===== src/rtl/nav_epoch_pkg.sv =====
package nav_epoch_pkg;
   localparam int MS_PER_BIT_DEF   = 20;
   localparam int BITS_PER_SEC_DEF = 50;

   // Bits needed to hold the values 0 .. modulus-1 (at least one bit).
   function automatic int field_width(input int modulus);
      return (modulus <= 2) ? 1 : $clog2(modulus);
   endfunction
endpackage


===== src/rtl/epoch_wrap_stage.sv =====
module epoch_wrap_stage #(
   parameter int MODULUS = 20,
   parameter int CW      = nav_epoch_pkg::field_width(MODULUS)
) (
   input  logic          clk,
   input  logic          rst_n,
   input  logic          load_i,
   input  logic [CW-1:0] load_val_i,
   input  logic          step_i,
   output logic [CW-1:0] count_o,
   output logic          term_o
);
   localparam logic [CW-1:0] TOP = CW'(MODULUS - 1);

   if (MODULUS < 2) begin : g_bad_mod
      $error("epoch_wrap_stage: MODULUS must be at least 2");
   end
   if ((64'd1 << CW) < 64'(MODULUS)) begin : g_bad_cw
      $error("epoch_wrap_stage: CW too narrow for MODULUS");
   end

   logic [CW-1:0] count_q;
   logic [CW-1:0] inc;

   if ((64'd1 << CW) == 64'(MODULUS)) begin : g_pow2
      // The modulus fills the field, so the natural rollover is the wrap.
      assign inc = count_q + 1'b1;
   end else begin : g_cmp
      assign inc = (count_q >= TOP) ? '0 : count_q + 1'b1;
   end

   always_ff @(posedge clk or negedge rst_n) begin
      if (!rst_n)       count_q <= '0;
      else if (load_i)  count_q <= load_val_i;
      else if (step_i)  count_q <= inc;
   end

   assign count_o = count_q;
   assign term_o  = (count_q >= TOP);
endmodule


===== src/rtl/epoch_preload_stage.sv =====
module epoch_preload_stage #(
   parameter int DW = 11
) (
   input  logic          clk,
   input  logic          rst_n,
   input  logic          we_i,
   input  logic          preset_i,
   input  logic [DW-1:0] data_i,
   input  logic          tic_i,
   output logic          apply_o,
   output logic [DW-1:0] value_o,
   output logic          pend_o
);
   logic          pend_q;
   logic [DW-1:0] stage_q;
   logic          now_w;
   logic          staged_w;

   assign now_w    = we_i && !preset_i;
   assign staged_w = tic_i && pend_q;
   assign apply_o  = now_w || staged_w;
   assign value_o  = now_w ? data_i : stage_q;
   assign pend_o   = pend_q;

   always_ff @(posedge clk or negedge rst_n) begin
      if (!rst_n) begin
         pend_q  <= 1'b0;
         stage_q <= '0;
      end else begin
         if (we_i && preset_i) begin
            pend_q  <= 1'b1;
            stage_q <= data_i;
         end else if (tic_i) begin
            pend_q  <= 1'b0;
         end
      end
   end
endmodule


===== src/rtl/nav_epoch_counter.sv =====
module nav_epoch_counter #(
   parameter int MS_PER_BIT   = nav_epoch_pkg::MS_PER_BIT_DEF,
   parameter int BITS_PER_SEC = nav_epoch_pkg::BITS_PER_SEC_DEF,
   parameter int MS_W         = nav_epoch_pkg::field_width(MS_PER_BIT),
   parameter int BIT_W        = nav_epoch_pkg::field_width(BITS_PER_SEC)
) (
   input  logic             clk,
   input  logic             rst_n,
   input  logic             ms_strobe_i,
   input  logic             tic_i,
   input  logic             ld_we_i,
   input  logic             ld_preset_i,
   input  logic [BIT_W-1:0] ld_bits_i,
   input  logic [MS_W-1:0]  ld_ms_i,
   output logic [BIT_W-1:0] snap_bits_o,
   output logic [MS_W-1:0]  snap_ms_o,
   output logic [BIT_W-1:0] live_bits_o,
   output logic [MS_W-1:0]  live_ms_o
);
   localparam int TW = BIT_W + MS_W;

   if (MS_PER_BIT < 2 || BITS_PER_SEC < 2) begin : g_bad_radix
      $error("nav_epoch_counter: both radices must be at least 2");
   end

   logic          apply_w;
   logic [TW-1:0] load_w;
   logic          pend_w;
   logic          ms_term_w;
   logic          bit_term_w;
   logic [TW-1:0] snap_q;

   epoch_preload_stage #(.DW(TW)) u_preload (
      .clk      (clk),
      .rst_n    (rst_n),
      .we_i     (ld_we_i),
      .preset_i (ld_preset_i),
      .data_i   ({ld_bits_i, ld_ms_i}),
      .tic_i    (tic_i),
      .apply_o  (apply_w),
      .value_o  (load_w),
      .pend_o   (pend_w)
   );

   epoch_wrap_stage #(.MODULUS(MS_PER_BIT), .CW(MS_W)) u_ms (
      .clk        (clk),
      .rst_n      (rst_n),
      .load_i     (apply_w),
      .load_val_i (load_w[MS_W-1:0]),
      .step_i     (ms_strobe_i),
      .count_o    (live_ms_o),
      .term_o     (ms_term_w)
   );

   epoch_wrap_stage #(.MODULUS(BITS_PER_SEC), .CW(BIT_W)) u_bits (
      .clk        (clk),
      .rst_n      (rst_n),
      .load_i     (apply_w),
      .load_val_i (load_w[TW-1:MS_W]),
      .step_i     (ms_strobe_i && ms_term_w),
      .count_o    (live_bits_o),
      .term_o     (bit_term_w)
   );

   always_ff @(posedge clk or negedge rst_n) begin
      if (!rst_n)     snap_q <= '0;
      else if (tic_i) snap_q <= {live_bits_o, live_ms_o};
   end

   assign snap_bits_o = snap_q[TW-1:MS_W];
   assign snap_ms_o   = snap_q[MS_W-1:0];
endmodule



===== config.mk =====
export PLATFORM = sky130hd
export DESIGN_NAME = nav_epoch_counter
export DESIGN_NICKNAME = d
export VERILOG_FILES = /design/src/rtl/nav_epoch_pkg.sv /design/src/rtl/epoch_wrap_stage.sv /design/src/rtl/epoch_preload_stage.sv /design/src/rtl/nav_epoch_counter.sv
export SDC_FILE = /design/constraint.sdc
export NUM_CORES = 1
export LEC_CHECK = 0
export BUFFER_PORTS_ARGS = -buffer_cell sky130_fd_sc_hd__buf_2
export CAP_MARGIN = 20
export CORE_UTILIZATION = 53
export DETAILED_ROUTE_END_ITERATION = 10
export GPL_TIMING_DRIVEN = 0
export HOLD_SLACK_MARGIN = 0.06
export PLACE_DENSITY = 0.87
export SLEW_MARGIN = 20
export SYNTH_ARGS = -nofsm -noshare
export SYNTH_HDL_FRONTEND = slang
export SYNTH_SLANG_ARGS = --single-unit

===== constraint.sdc =====
create_clock -name clk -period 2.3 [get_ports clk]
set_clock_uncertainty 0.05 [all_clocks]
set_input_delay 0.46 -clock clk [delete_from_list [all_inputs] [get_ports clk]]
set_output_delay 0.46 -clock clk [all_outputs]
set_load 0.02 [all_outputs]

==> results.yml, run 1 <==
status:
  status: "finished, final reports clean"
synthesis:
  synth_ff_type: "dfrtp_1"
  ys.warnings.count: 0
  syn-num-nets: 167
  yosys.cell_types.count: 41
  yosysSeqAreaShare_pct: 50.5
  synth.top_cell.area_share_pct: 50.5
  synthTopCellsByArea: "dfrtp_1 50%, mux2_2 15%, ha_1 3.0%"
  async_flop_share_pct: 100
  synthesis.area_sq_um: 1690
  synth_seq_cells: 34
  synth_top_cell_by_area: "dfrtp_1"
  avgSynthCellArea_sq_um: 11.5
  synth-edff-count: 0
  synthCells: 146
finish:
  fill_cells: 236
  num_antenna_cells: 0
  layout-drive-gt1-share_pct: 37.5
  synthToLayoutAreaGrowth_pct: 19.2
  final_common_cell: "buf_2"
  mostFrequentLayoutCells: "38 x buf_2, 34 x dfrtp_1, 22 x mux2_2, 9 x nor2_1, 8 x nand2_1"
  layout.nets: 212
  finalInstanceArea_sq_um: 2010
timing:
  hold_viol_final: 0
  finalMaxSlewViolations: 0
  fmax_mhz: 446
  rsz0062_at_grt: "false"
  holdWs_ns: 0.127
  period_share_pct: 97.5
  finalSetupTns_ns: 0
  worst_slew_pin_slew_ns: 0.725
  min_period_ns: 2.24
  timing.final.setup_violations: 0
  slew_headroom_pct: 50.4
worst_setup_path:
  slowest_stage: "a2111oi_0"
  cp_max_fo: 9
  crit_required_ns: 2.53
  cp_num_buf_inv: 0
  cpLargestDelayFamily: "compound AO/OA/AOI/OAI gates"
  path_class: "flop to flop"
  path_cells: "ha_1 > a2111oi_0 > nor2_1 > nor4_1 > a221o_1"
  cp-start-kind: "flop"
  arrival_ns: 2.47
  max_stage_delay_ns: 0.66
  endpoint_kind: "flop"
placement:
  place_area_sq_um: 1930
  routabilityCongestion: 0.838
  portBuffers: 38
  hpwl_microns: 2780
clocking:
  cts_tree: "built"
  clkTransAtPathRegs_ns: 0.10
  clkLatencyLatePin_ns: 0.34
  post_cts_buffers: 0
  cts_inserted_buffers: 5
  holdBufCountCts: 0
  cts.sinks: 34
  root_buffer: "clkbuf_4"
  cts.htree.levels: 2
  cts_resized: 0
  cts_max_path_buffers: 2
power:
  peakVddDrop_uv: 513
  leakage_nw: 0.908
  power_density_nw_per_um2: 1030
detailed_routing:
  wl_per_cell_microns: 16.3
  wl_microns: 3860
  antenna_left: 0
  vias: 1409
  drcViolationCount: 0
  first_pass_iters: 4
  vias_per_cell: 5.97
  drtIter0Drc: 93
grt:
  antenna_found_initial: 0
  grt_max_degree: 35
  grt_pass1_wl_microns: 6390
  grt_usage_pct: 25.8
  first_global_vias: 1376
  grt_overflow: 0
hold_path:
  hold_class: "primary input to asynchronous set/reset pin"
die:
  num_rows: 20
  start_util_pct: 55.7
  die_y_microns: 58.4
  dieWidth_microns: 58.4
  die_area_sq_um: 3410
  io_pins: 39
  core-area_sq_um: 3030
run:
  drv_cap: 0
metrics by stage:
| stage | worst slack (ns) | util (%) | total power, mW | std cells |
|---|---|---|---|---|
| after floorplan | 0.311 | - | 1.39 | 146 |
| after global placement | 0.236 | 63.8 | 1.62 | 228 |
| after detailed placement | 0.168 | 63.8 | 1.67 | 228 |
| after CTS | 0.127 | 66.4 | 2.07 | 236 |
| after global routing | 0.0157 | 66.4 | 2.18 | 236 |
| final | 0.0580 | 66.4 | 2.07 | 236 |
area by class of cell:
cell class                      count  area, sq um  area share [%]
Sequential cell                    34          851            42.3
Multi-Input combinational cell    100          790            39.3
Timing Repair Buffer               38          190            9.46
Clock buffer                        8         78.8            3.92
Tap cell                           44         55.1            2.74
Buffer                              7         26.3            1.31
Inverter                            5         18.8           0.934
metal layers:
layer	track usage (%)	vias up	part of all wire, %
met5	0	-	0
met4	12.6	0	2.0
met3	7.25	8	6.3
met2	40.1	59	47
met1	33.3	694	45
li1	-	648	-
path summary, 6_finish.rpt:
kind                            startpoint                    to  slack (ns)  cells after the start
setup / recovery           u_ms.count_o[0]       u_ms.count_o[4]        0.06                      5
hold / removal                       rst_n             snap_q[5]        0.13                      1
setup reg to reg           u_ms.count_o[0]       u_ms.count_o[4]        0.06                      5
hold reg to reg                  snap_q[0]             snap_q[0]        0.46                      1
max in group asynchronous            rst_n  u_preload.stage_q[1]        1.59                      1
min in group clk                ld_ms_i[2]       u_ms.count_o[2]        0.29                      2
synthesized netlist by cell type (2+ instances only):
cell type and count:
o211ai_1 5, nor2b_1 3, a21oi_1 5, a31oi_1 3, a22oi_1 2, o22ai_1 2
inv_1 5, nand2_1 8, nor2_1 9, a221oi_1 2, nand3_1 5, o21ai_0 5
mux2_2 22, a221o_1 2, ha_1 4, clkbuf_1 6, dfrtp_1 34
power breakdown:
group / internal (mW) / switching, mW / total [mW] / leakage (nW)
Sequential: 0.753 / 0.160 / 0.914 / 0.406
Clock: 0.209 / 0.203 / 0.412 / 0.0446
Combinational: 0.312 / 0.432 / 0.744 / 0.457
Total: 1.27 / 0.795 / 2.07 / 0.908
cells by family (layout without fill, tap and decap cells):
family	Yosys count	count (layout)	share of synthesized area [%]
simple gates	32	32	9.28
mux	22	22	14.7
compound gates	42	42	19.9
buf+inv	12	58	2.67
fa+ha+maj	4	4	2.97
flops	34	34	50.5
registers in the layout, summed over array words and instances (netlist names):
signal / count
u_ms.count_o: 5
u_bits.count_o: 6
snap_q: 11
u_preload.pend_o: 1
u_preload.stage_q: 11
No activity file was read; power rests on OpenSTA's default activity.
==> run 2, diff against run 1 <==
--- a/config.mk
+++ b/config.mk
@@ -5,14 +5,15 @@
 export SDC_FILE = /design/constraint.sdc
 export NUM_CORES = 1
 export LEC_CHECK = 0
-export BUFFER_PORTS_ARGS = -buffer_cell sky130_fd_sc_hd__buf_2
 export CAP_MARGIN = 20
-export CORE_UTILIZATION = 53
+export CORE_UTILIZATION = 62
 export DETAILED_ROUTE_END_ITERATION = 10
+export DONT_BUFFER_PORTS = 1
 export GPL_TIMING_DRIVEN = 0
 export HOLD_SLACK_MARGIN = 0.06
-export PLACE_DENSITY = 0.87
+export PLACE_DENSITY = 0.86
 export SLEW_MARGIN = 20
 export SYNTH_ARGS = -nofsm -noshare
 export SYNTH_HDL_FRONTEND = slang
+export SYNTH_HIERARCHICAL = 1
 export SYNTH_SLANG_ARGS = --single-unit
==> run 2 against run 1 <==
- the run now ends with DRC left
- global-route usage shrank 3.2 points
- clock power down 19%
- cell area shrank 0.69%
- setup slack gained 0.12 ns
- sequential share of layout area is 0.42 points higher
- fmax up 5.6%
- critical endpoint is now u_bits/count_o[2]
- highest routed layer unchanged
==> results.yml, run 2 <==
worst_setup_path:
  cp_max_fo: 9
  reg2reg_depth: 7
  endpoint: "u_bits/count_o[2]"
  crit_required_ns: 2.49
  worstReg2RegEnd: "u_bits/count_o[2]"
  path_class: "flop to flop"
  slowest_stage: "dfrtp_2"
  cp-start-kind: "flop"
  max_stage_delay_ns: 0.53
  r2r_slack_ns: 0.18
  endpoint_kind: "flop"
  arrival_ns: 2.31
  critPathLaunch: "u_ms/count_o[0]"
  r2r_start: "u_ms/count_o[0]"
  path_cells: "ha_2 > a2111oi_4 > nor2b_1 > and2_1 > inv_1 > a21oi_1 > a32oi_1"
die:
  die_area_sq_um: 3230
  start_util_pct: 66.4
  core-area_sq_um: 2810
  num_rows: 19
  die_y_microns: 56.8
  io_pins: 39
  dieWidth_microns: 56.8
placement:
  place.detailed.instances: 179
  hpwl_microns: 2370
  portBuffers: 0
  routabilityCongestion: 0.874
  post-place-ws_ns: 0.0471
  place_area_sq_um: 1900
timing:
  worst_slew_pin_slew_ns: 0.486
  timing.final.setup_violations: 0
  rsz0062_at_grt: "false"
  period_share_pct: 92.3
  slew_headroom_pct: 67.6
  finalMaxSlewViolations: 0
  min_period_ns: 2.12
  hold_viol_final: 0
  finalSetupTns_ns: 0
  fmax_mhz: 471
  holdWs_ns: 0.172
  fin_ws_ns: 0.176
detailed_routing:
  drcViolationCount: 10
  vias_per_cell: 6.38
  wl_microns: 3290
  vias: 1205
  drtIter0Drc: 49
  first_pass_iters: 7
  antenna_left: 0
  wl_per_cell_microns: 17.4
synthesis:
  synthCells: 148
  syn-num-nets: 169
  synthesis.area_sq_um: 1860
  avgSynthCellArea_sq_um: 12.6
  ys.warnings.count: 6
finish:
  final_common_cell: "dfrtp_1"
  final-seq-area_sq_um: 853
  layout.nets: 178
  layout.cells.non_filler: 189
  layout-drive-gt1-share_pct: 36.1
  finalInstanceArea_sq_um: 2000
  num_antenna_cells: 0
  synthToLayoutAreaGrowth_pct: 7.19
  mostFrequentLayoutCells: "32 x dfrtp_1, 19 x mux2_4, 14 x mux2_2, 10 x a21oi_1"
  fill_cells: 203
  multiInputGateArea_sq_um: 942
  final_util_pct: 71.1
grt:
  grt_usage_pct: 22.5
  grt_pass1_wl_microns: 5460
  grt_max_degree: 35
  first_global_vias: 1197
  antenna_found_initial: 0
  grt_overflow: 0
clocking:
  cts_tree: "built"
  clkTransAtPathRegs_ns: 0.10
  post_cts_buffers: 0
  cts_inserted_buffers: 5
  cts.sinks: 34
  root_buffer: "clkbuf_4"
  cts_max_path_buffers: 2
  clkLatencyLatePin_ns: 0.33
  cts.htree.levels: 2
power:
  finalPower_mw: 1.87
  power_density_nw_per_um2: 939
  peakVddDrop_uv: 561
  leakage_nw: 0.889
status:
  violations: "DRC"
  status: "complete, but fails checks"
run:
  drv_cap: 0
hold_path:
  hold_class: "primary input to flop"
## run 2: final cells by class
type	count	area share [%]
buffer	5	2.07
clock buffer	7	2.76
multi-input combinational	101	47.2
clock inverter	1	0.251
tap	31	1.94
timing repair buffer	2	1.50
sequential	34	42.8
inverter	8	1.50
## run 2: report_power, final
| group | internal (mW) | switching, mW | total [mW] |
|---|---|---|---|
| Clock | 0.148 | 0.185 | 0.333 |
| Combinational | 0.278 | 0.189 | 0.467 |
| Sequential | 0.739 | 0.335 | 1.07 |
## run 2: worst min path at each step
stage	startpoint	end	slack (ns)	cells after the start
finish	tic_i	u_preload/pend_o	0.17	1
detailed placement	rst_n	u_bits/count_o[2]	0.12	0
global route	tic_i	u_preload/pend_o	0.17	1
global placement	rst_n	snap_q[9]	0.12	0
CTS	tic_i	u_preload/pend_o	0.16	1
floorplan	rst_n	snap_q[0]	0.11	0
## run 2: timing repair
item	4_1_cts	5_1_grt
hold endpoints to repair	34	0
gates resized for setup	0	3
hold buffers	2	0
setup endpoints to repair	0	5
## run 2: critical path, delay by kind of cell, from the launching register on
| family | cells | cell delay [ns] |
|---|---|---|
| buf+inv | 1 | 0.20 |
| simple gates | 2 | 0.26 |
| compound gates | 3 | 0.72 |
| flops | 1 | 0.53 |
| fa+ha+maj | 1 | 0.27 |
## run 2: metal layers
layer	vias to the layer above	global-route usage, %	wire (microns)
met2	56	35.2	1510
met4	0	8.36	59
met5	-	0	0
li1	559	-	-
met3	6	8.29	276
met1	584	28.6	1440
==> run 3, diff against run 2 <==
--- a/config.mk
+++ b/config.mk
@@ -5,13 +5,13 @@
 export SDC_FILE = /design/constraint.sdc
 export NUM_CORES = 1
 export LEC_CHECK = 0
-export CAP_MARGIN = 20
-export CORE_UTILIZATION = 62
+export CAP_MARGIN = 40
+export CORE_UTILIZATION = 40
 export DETAILED_ROUTE_END_ITERATION = 10
 export DONT_BUFFER_PORTS = 1
 export GPL_TIMING_DRIVEN = 0
 export HOLD_SLACK_MARGIN = 0.06
-export PLACE_DENSITY = 0.86
+export PLACE_DENSITY = 0.62
 export SLEW_MARGIN = 20
 export SYNTH_ARGS = -nofsm -noshare
 export SYNTH_HDL_FRONTEND = slang
==> run 3 against run 2 <==
- the flow now finishes without violations
- setup slack lost 0.020 ns
- critical path type unchanged
- first-iteration DRC count grew 65%
- core utilization shrank 24 points
- fmax shrank 0.95%
- via count shrank 3.7%
- combinational power is essentially flat
- register-to-register slack lost 0.02 ns
- sequential cell count is the same
- total power grew 10%
- sequential share of layout area shrank 1.5 points
- clock power grew 58%
- cell area grew 3.6%
- highest routed layer unchanged
==> results.yml, run 3 (synthesis gave the netlist of run 2 again) <==
die:
  die_area_sq_um: 4930
  dieWidth_microns: 70.2
  num_rows: 24
  start_util_pct: 42.2
  io_pins: 39
  core-area_sq_um: 4410
  die_y_microns: 70.2
worst_setup_path:
  slowest_stage: "dfrtp_2"
  r2r_slack_ns: 0.16
  endpoint_kind: "flop"
  path_cells: "ha_1 > a2111oi_4 > nor2b_1 > and2_1 > inv_1 > or3_1 > a32oi_1"
  r2r_start: "u_ms/count_o[0]"
  crit_required_ns: 2.44
  cp_max_fo: 9
  arrival_ns: 2.29
  path_class: "flop to flop"
  max_stage_delay_ns: 0.52
  cp-start-kind: "flop"
  worstReg2RegEnd: "u_bits/count_o[4]"
  reg2reg_depth: 7
run:
  drv_cap: 0
grt:
  grt_max_degree: 35
  gr-usage-met1_pct: 20.9
  grt_pass1_wl_microns: 6120
  use_met2_pct: 22.8
  grtUsageMet3_pct: 8.95
  grt_usage_pct: 16.2
  grt_overflow: 0
  first_global_vias: 1240
  busiest_layer: "met2"
  antenna_found_initial: 0
placement:
  place_area_sq_um: 1930
  portBuffers: 0
  hpwl_microns: 2510
  routabilityCongestion: 0.863
  post-place-ws_ns: 0.0578
clocking:
  cts_inserted_buffers: 5
  clkTransAtPathRegs_ns: 0.07
  post_cts_buffers: 0
  cts.htree.levels: 2
  cts_max_path_buffers: 2
  clkLatencyLatePin_ns: 0.28
  root_buffer: "clkbuf_8"
  cts.sinks: 34
  cts_tree: "built"
timing:
  finalSetupTns_ns: 0
  worst_slew_pin_slew_ns: 0.491
  timing.final.setup_violations: 0
  period_share_pct: 93.2
  slew_headroom_pct: 67.3
  rsz0062_at_grt: "false"
  finalMaxSlewViolations: 0
  fin_ws_ns: 0.156
  min_period_ns: 2.14
  hold_viol_final: 0
  fmax_mhz: 466
detailed_routing:
  antenna_left: 0
  drcViolationCount: 0
  wl_per_cell_microns: 17.0
  vias: 1161
  drtIter0Drc: 81
  first_pass_iters: 4
  vias_per_cell: 5.53
  wl_microns: 3570
status:
  status: "finished, final reports clean"
power:
  finalPower_mw: 2.06
  leakage_nw: 0.913
  power_density_nw_per_um2: 997
  peakVddDrop_uv: 500
finish:
  mostFrequentLayoutCells: "32 x dfrtp_1, 19 x mux2_4, 14 x mux2_2, 10 x a21oi_1"
  finalInstanceArea_sq_um: 2070
  num_antenna_cells: 0
  layout.nets: 178
  final_common_cell: "dfrtp_1"
  synthToLayoutAreaGrowth_pct: 11.1
  layout-drive-gt1-share_pct: 36.1
hold_path:
  holdPathEnd: "u_preload/pend_o"
  hold_depth: 1
  hold_class: "primary input to flop"
  hold_start: "tic_i"
==> run 3: changes by cell type in the layout (fill, tap and decap cells not counted) <==
cell / change
bufinv_16: +1
clkbuf_4: -5
clkbuf_8: +4
clkbuf_1: -1
ha_2: -1
clkinv_2: +1
ha_1: +1
==> run 3: cell type report <==
type                    count  area (sq um)
inverters                   8          30.0
multi-input cells         101           940
fillers                   386          2350
well taps                  52          65.1
flip-flops and latches     34           853
plain buffers               5          41.3
clock buffers               5          68.8
clock inverters             3          40.0
repair buffers              2          30.0
==> run 3: how the worst max path moves through the flow <==
stage,startpoint,to,depth (start not counted)
floorplan,u_ms/count_o[0],u_bits/count_o[4],7
detailed placement,u_ms/count_o[0],u_bits/count_o[4],7
finish,u_ms/count_o[0],u_bits/count_o[4],7
CTS,u_ms/count_o[0],u_bits/count_o[4],7
global placement,u_ms/count_o[0],u_bits/count_o[4],7
global route,u_ms/count_o[0],u_bits/count_o[4],7
==> run 3: worst max-delay path: cells and delay by family, from the launching register on <==
kind            cells  cell delay [ns]
simple gates        3             0.71
compound gates      2             0.31
buf+inv             1             0.14
fa+ha+maj           1             0.33
flops               1             0.52
==> run 3: power breakdown <==
part | leakage, nW | switching [mW] | total [mW] | internal [mW]
clock network | 0.0579 | 0.209 | 0.527 | 0.318
registers | 0.399 | 0.329 | 1.07 | 0.741
logic | 0.456 | 0.188 | 0.465 | 0.277
total | 0.913 | 0.726 | 2.06 | 1.34
==> run 3: through the flow <==
stage / hold slack, ns / cells / util, %
floorplan: 0.114 / 148 / -
global route: 0.214 / 210 / 46.9
CTS: 0.217 / 210 / 46.8
detailed placement: 0.115 / 200 / 43.7
finish: 0.228 / 210 / 46.9
global placement: 0.115 / 200 / 43.7
==> run 3: metal layers <==
metal	wire length, microns	up-vias
li1	-	551
met1	1680	572
met2	1620	33
met3	232	5
met4	42	0
met5	0	-
==> run 3: what timing repair did <==
action                                  4_1_cts  5_1_grt
hold endpoints to repair                     34        0
hold buffers                                  2        0
endpoints found under the setup margin        0        3
gates resized for setup                       0        2
